`config.mk`:
```
export PLATFORM = sky130hd
export DESIGN_NAME = irq_mask_bank
export DESIGN_NICKNAME = d
export VERILOG_FILES = /design/src/rtl/irq_mask_pkg.sv /design/src/rtl/irq_mask_ctrl.sv /design/src/rtl/irq_mask_dpath.sv /design/src/rtl/irq_mask_bank.sv
export SDC_FILE = /design/constraint.sdc
export NUM_CORES = 1
export LEC_CHECK = 0
export BUFFER_PORTS_ARGS = -buffer_cell sky130_fd_sc_hd__buf_2
export CAP_MARGIN = 20
export CORE_MARGIN = 1
export CORE_UTILIZATION = 40
export CTS_CLUSTER_SIZE = 8
export DETAILED_ROUTE_END_ITERATION = 10
export GPL_TIMING_DRIVEN = 0
export PLACE_DENSITY = 0.7
export REMOVE_ABC_BUFFERS = 1
export SYNTH_ARGS = -nofsm -noshare
export SYNTH_HDL_FRONTEND = slang
export SYNTH_SLANG_ARGS = --single-unit
```
`constraint.sdc`:
```
create_clock -name clk -period 4.2 [get_ports clk]
set_input_delay 0.84 -clock clk [delete_from_list [all_inputs] [get_ports clk]]
set_output_delay 0.84 -clock clk [all_outputs]
set_load 0.05 [all_outputs]
```
`src/rtl/irq_mask_pkg.sv`:
```
package irq_mask_pkg;

  // Word offsets; software decodes these, so the values are fixed.
  localparam int unsigned OFF_NORM   = 0;
  localparam int unsigned OFF_FAST   = 1;
  localparam int unsigned OFF_RAW    = 2;
  localparam int unsigned OFF_SEL    = 3;
  localparam int unsigned OFF_ENSET  = 4;
  localparam int unsigned OFF_ENCLR  = 5;
  localparam int unsigned OFF_SWSET  = 6;
  localparam int unsigned OFF_SWCLR  = 7;
  localparam int unsigned OFF_PROT   = 8;

  typedef struct packed {
    logic selWr;
    logic enSet;
    logic enClr;
    logic swSet;
    logic swClr;
    logic protWr;
  } ctrlStrobes_t;

  typedef enum logic [2:0] {
    RD_NORM, RD_FAST, RD_RAW, RD_SEL, RD_EN, RD_SOFT, RD_PROT, RD_ZERO
  } readSel_t;

endpackage

```
`src/rtl/irq_mask_ctrl.sv`:
```
module irq_mask_ctrl
  import irq_mask_pkg::*;
#(
  parameter int ADDR_W = 4
) (
  input  logic              wrEn,
  input  logic [ADDR_W-1:0] addr,
  output ctrlStrobes_t      strobes,
  output readSel_t          rdSel
);

  localparam logic [ADDR_W-1:0] A_NORM  = ADDR_W'(OFF_NORM);
  localparam logic [ADDR_W-1:0] A_FAST  = ADDR_W'(OFF_FAST);
  localparam logic [ADDR_W-1:0] A_RAW   = ADDR_W'(OFF_RAW);
  localparam logic [ADDR_W-1:0] A_SEL   = ADDR_W'(OFF_SEL);
  localparam logic [ADDR_W-1:0] A_ENSET = ADDR_W'(OFF_ENSET);
  localparam logic [ADDR_W-1:0] A_ENCLR = ADDR_W'(OFF_ENCLR);
  localparam logic [ADDR_W-1:0] A_SWSET = ADDR_W'(OFF_SWSET);
  localparam logic [ADDR_W-1:0] A_SWCLR = ADDR_W'(OFF_SWCLR);
  localparam logic [ADDR_W-1:0] A_PROT  = ADDR_W'(OFF_PROT);

  // Write decode: offset 0 and any unmapped offset raise no strobe.
  always_comb begin
    strobes = '0;
    if (wrEn) begin
      unique case (addr)
        A_SEL:   strobes.selWr  = 1'b1;
        A_ENSET: strobes.enSet  = 1'b1;
        A_ENCLR: strobes.enClr  = 1'b1;
        A_SWSET: strobes.swSet  = 1'b1;
        A_SWCLR: strobes.swClr  = 1'b1;
        A_PROT:  strobes.protWr = 1'b1;
        default: strobes = '0;
      endcase
    end
  end

  // Read decode: write-only and unmapped offsets select zero.
  always_comb begin
    unique case (addr)
      A_NORM:  rdSel = RD_NORM;
      A_FAST:  rdSel = RD_FAST;
      A_RAW:   rdSel = RD_RAW;
      A_SEL:   rdSel = RD_SEL;
      A_ENSET: rdSel = RD_EN;
      A_SWSET: rdSel = RD_SOFT;
      A_PROT:  rdSel = RD_PROT;
      default: rdSel = RD_ZERO;
    endcase
  end

endmodule

```
`src/rtl/irq_mask_dpath.sv`:
```
module irq_mask_dpath
  import irq_mask_pkg::*;
#(
  parameter int N_SRC = 32
) (
  input  logic             clk,
  input  logic             rstN,
  input  logic [N_SRC-1:0] hwIrq,
  input  logic [N_SRC-1:0] wrData,
  input  ctrlStrobes_t     strobes,
  input  readSel_t         rdSel,
  output logic [N_SRC-1:0] rdData,
  output logic [N_SRC-1:0] normStatus,
  output logic [N_SRC-1:0] fastStatus,
  output logic [N_SRC-1:0] rawStatus,
  output logic             fastIrq
);

  logic [N_SRC-1:0] hwQ;
  logic [N_SRC-1:0] enQ;
  logic [N_SRC-1:0] selQ;
  logic [N_SRC-1:0] softQ;
  logic             protQ;

  always_ff @(posedge clk or negedge rstN) begin
    if (!rstN) begin
      hwQ   <= '0;
      enQ   <= '0;
      selQ  <= '0;
      softQ <= '0;
      protQ <= 1'b0;
    end else begin
      hwQ <= hwIrq;
      if (strobes.selWr) selQ <= wrData;
      if (strobes.enSet)      enQ <= enQ | wrData;
      else if (strobes.enClr) enQ <= enQ & ~wrData;
      if (strobes.swSet)      softQ <= softQ | wrData;
      else if (strobes.swClr) softQ <= softQ & ~wrData;
      if (strobes.protWr) protQ <= wrData[0];
    end
  end

  // Per-source status slice.
  for (genvar i = 0; i < N_SRC; i++) begin : g_src
    assign rawStatus[i]  = hwQ[i] | softQ[i];
    assign normStatus[i] = rawStatus[i] & enQ[i] & ~selQ[i];
    assign fastStatus[i] = rawStatus[i] & selQ[i];
  end

  assign fastIrq = |fastStatus;

  always_comb begin
    unique case (rdSel)
      RD_NORM: rdData = normStatus;
      RD_FAST: rdData = fastStatus;
      RD_RAW:  rdData = rawStatus;
      RD_SEL:  rdData = selQ;
      RD_EN:   rdData = enQ;
      RD_SOFT: rdData = softQ;
      RD_PROT: rdData = N_SRC'(protQ);
      default: rdData = '0;
    endcase
  end

endmodule

```
`src/rtl/irq_mask_bank.sv`:
```
module irq_mask_bank
  import irq_mask_pkg::*;
#(
  parameter int N_SRC  = 32,
  parameter int ADDR_W = 4
) (
  input  logic              clk,
  input  logic              rstN,
  input  logic [N_SRC-1:0]  hwIrq,
  input  logic              wrEn,
  input  logic [ADDR_W-1:0] addr,
  input  logic [N_SRC-1:0]  wrData,
  output logic [N_SRC-1:0]  rdData,
  output logic [N_SRC-1:0]  normStatus,
  output logic [N_SRC-1:0]  fastStatus,
  output logic [N_SRC-1:0]  rawStatus,
  output logic              fastIrq
);

  ctrlStrobes_t strobes;
  readSel_t     rdSel;

  irq_mask_ctrl #(.ADDR_W(ADDR_W)) u_ctrl (
    .wrEn    (wrEn),
    .addr    (addr),
    .strobes (strobes),
    .rdSel   (rdSel)
  );

  irq_mask_dpath #(.N_SRC(N_SRC)) u_dpath (
    .clk        (clk),
    .rstN       (rstN),
    .hwIrq      (hwIrq),
    .wrData     (wrData),
    .strobes    (strobes),
    .rdSel      (rdSel),
    .rdData     (rdData),
    .normStatus (normStatus),
    .fastStatus (fastStatus),
    .rawStatus  (rawStatus),
    .fastIrq    (fastIrq)
  );

endmodule

```
==> impl_results.md <==
- I/O pin total: 200
- DR DRC count: 0
- Compound-gate portion of the synthesized area: 22.5%
- Drt first pass iters: 5
- Static Leak: 4.35 nW
- Die area: 17700 um^2
- Hold Buf Count CTS: 0
- Die height: 133 um
- Layout fillers: 1546
- Multiplexer share of the synthesized area: 10.1%
- Die W: 133 um
- Top delay family on crit path: simple AND/OR/NAND/NOR gates
- Achievable Freq: 256 MHz
- RePlAce Congestion: 0.798
- HP Class: in -> async
- I/O Buffers: 199
- Root buf cell: clkbuf_16
- Yosys reg bits: 129
- Register area share after synthesis: 47.1%
- CP peak stage delay: 990 ps
- Largest net degree at the start of global routing: 78
- Routed vias/inst: 5.59
- # setup viols final: 0
- GRT overflow: 0
- Adder-Cell Fraction of Synth Area: 0%
- Outcome: completed
- Synth cell count leaders: dfrtp_1, inv_1, a21oi_1
- Synth-to-Final Area Change: 26.1%
- Syn Std Cell Area: 6860 um^2
- Period Utilization, post-route: 93.2%
- Avg Inst Size Synth: 9.58 um^2
- Setup CP Type: in -> out
- HPWL after DPL: 13.8 mm
- N_diodes: 0
- Final Max Slew Viols: 0
- Yosys top cell by area: dfrtp_1
- ANT nets after route: 0
- Max cap viols: 0
- CP max FO: 77
- Minimum clock period: 3910 ps
- Post-CTS resize count: 0
- Placed cells: 1103
- Post-Syn Instances: 716
- CP required: 3360 ps
- 1st-iter DRT viols: 572
- Ys flop type: dfrtp_1
- Total CTS buffers: 17
- Largest family of logic cells by synthesized area: compound AO/OA/AOI/OAI gates
- Distinct cells, synth: 42
- Top-area cell type share of the netlist area: 47.1%
- Share of cells above drive strength 1: 31.8%
- Cells along the critical path: buf_6, or4b_2, o21ai_0, a221o_1, buf_2
- Dpl cell area: 8080 um^2
- CP Launch Type: primary input
- Rel. slew slack: 30.7%
- FP Rows: 47
- First-pass GRT wire length: 32.1 mm
- CTS Sinks: 129
- Number of synthesized flops with an enable pin: 0
- Synth top area cells: dfrtp_1, mux2_4, inv_1
- Slew @ Worst Pin: 1040 ps
- Max clock buf depth: 2
- Final nets: 973
- Routed len/inst: 18.1 um
- Post-route cell area: 8650 um^2
- Layout Cells excl Fill: 1134
- Gr usage total: 23.5%
- H-tree depth: 4
- RSZ-0062 raised after global routing: false
- Clock skew: 0 ps
- Post-CTS setup buffers: 0
- Clock transition at the registers of the reported paths: 50 ps
- Routed via count: 6334
- Simple-gate share of the synthesized area: 11.7%
- Worst Path Buf+Inv: 2
- CTS tree: yes
- CP max stage cell: or4b_2
- Worst-skew pair later-pin latency: 410 ps
- Synthesis Warnings: 0
- TNS Setup: 0 ps
- CP arrival: 3070 ps
- Vias in the first global route: 5975
- Initial Utilization: 41.2%
- Initial antenna violation count: 1
- Max IR drop VDD: 0.403 mV
- Pwr dens: 579 nW/um^2
- Async SR Flop Fraction: 100%
- Core area: 16600 um^2
- Count leader, synth: dfrtp_1
- Crit. End Element: output port
- Final hold violation count: 0
- Synth Area in XOR/XNOR: 0%
- Final wirelength: 20.6 mm
## placed cells by master, fill, tap and decap left out, types with 3 or more instances in the layout
cell type / synthesis / final
o2111ai_1: 3 / 3
o21ai_1: 10 / 10
nand2_1: 35 / 35
clkbuf_16: 0 / 17
nor3b_1: 21 / 20
o31ai_1: 21 / 21
mux2i_1: 21 / 21
a221o_1: 22 / 22
o21ai_0: 51 / 51
inv_1: 93 / 93
clkbuf_8: 0 / 3
clkbuf_1: 14 / 5
buf_2: 15 / 197
nand4_1: 5 / 5
a22oi_1: 10 / 10
nor2_2: 10 / 10
a31oi_1: 54 / 54
clkinv_2: 0 / 4
dfrtp_1: 129 / 129
mux2_2: 3 / 3
a21oi_1: 65 / 65
o211ai_1: 10 / 10
nor2b_1: 3 / 3
buf_6: 5 / 5
nor2_1: 44 / 44
and3_1: 12 / 12
buf_8: 0 / 4
mux2_4: 30 / 30
## layer usage
layer	vias to the layer above	GRT usage, %	share of wire [%]
met5	-	0	0.063
met4	2	7.92	1.4
met3	26	5.44	7.2
met2	275	37.9	48
met1	3088	31.1	44
li1	2943	-	-
## path summary, 6_finish.rpt
| path | startpoint | to | slack (ps) | depth (start not counted) |
|---|---|---|---|---|
| setup / recovery | addr[0] | rdData[2] | 290 | 5 |
| hold / removal | rstN | u_dpath.selQ[5]$_DFFE_PN0P_ | 420 | 1 |
| setup reg to reg | u_dpath.selQ[15]$_DFFE_PN0P_ | u_dpath.selQ[15]$_DFFE_PN0P_ | 3360 | 1 |
| hold reg to reg | u_dpath.protQ$_DFFE_PN0P_ | u_dpath.protQ$_DFFE_PN0P_ | 520 | 1 |
| max in group asynchronous | rstN | u_dpath.selQ[19]$_DFFE_PN0P_ | 3030 | 2 |
| min in group clk | u_dpath.protQ$_DFFE_PN0P_ | u_dpath.protQ$_DFFE_PN0P_ | 520 | 1 |
## per-stage QoR
stage	setup slack, ps	util, %	power (mW)	hold WS, ps
5_1_grt	152	52.0	5.23	455
3_5_place_dp	32.2	48.6	3.57	503
2_1_floorplan	-693	-	3.08	479
6_report	287	52.0	5.00	417
3_3_place_gp	-3670	47.4	3.54	489
4_1_cts	46.7	52.0	5.03	445
## power by group
group	internal (mW)	switching, mW
clock network	0.914	0.528
logic	0.509	1.33
registers	1.48	0.243
total	2.90	2.10
## cell type report
| type | instances | area [um^2] | area share (%) |
|---|---|---|---|
| clock inverters | 6 | 80.1 | 0.926 |
| clock buffers | 25 | 485 | 5.61 |
| inverters | 93 | 349 | 4.04 |
| well taps | 220 | 275 | 3.18 |
| multi-input cells | 452 | 3060 | 35.4 |
| flip-flops and latches | 129 | 3230 | 37.3 |
| repair buffers | 209 | 1170 | 13.5 |
## cells by family (layout without fill, tap and decap cells)
logic type,Yosys count,count (layout)
compound gates,248,248
buf+inv,135,333
flops,129,129
mux,54,54
simple gates,150,150
(Power assumes the default switching activity.)
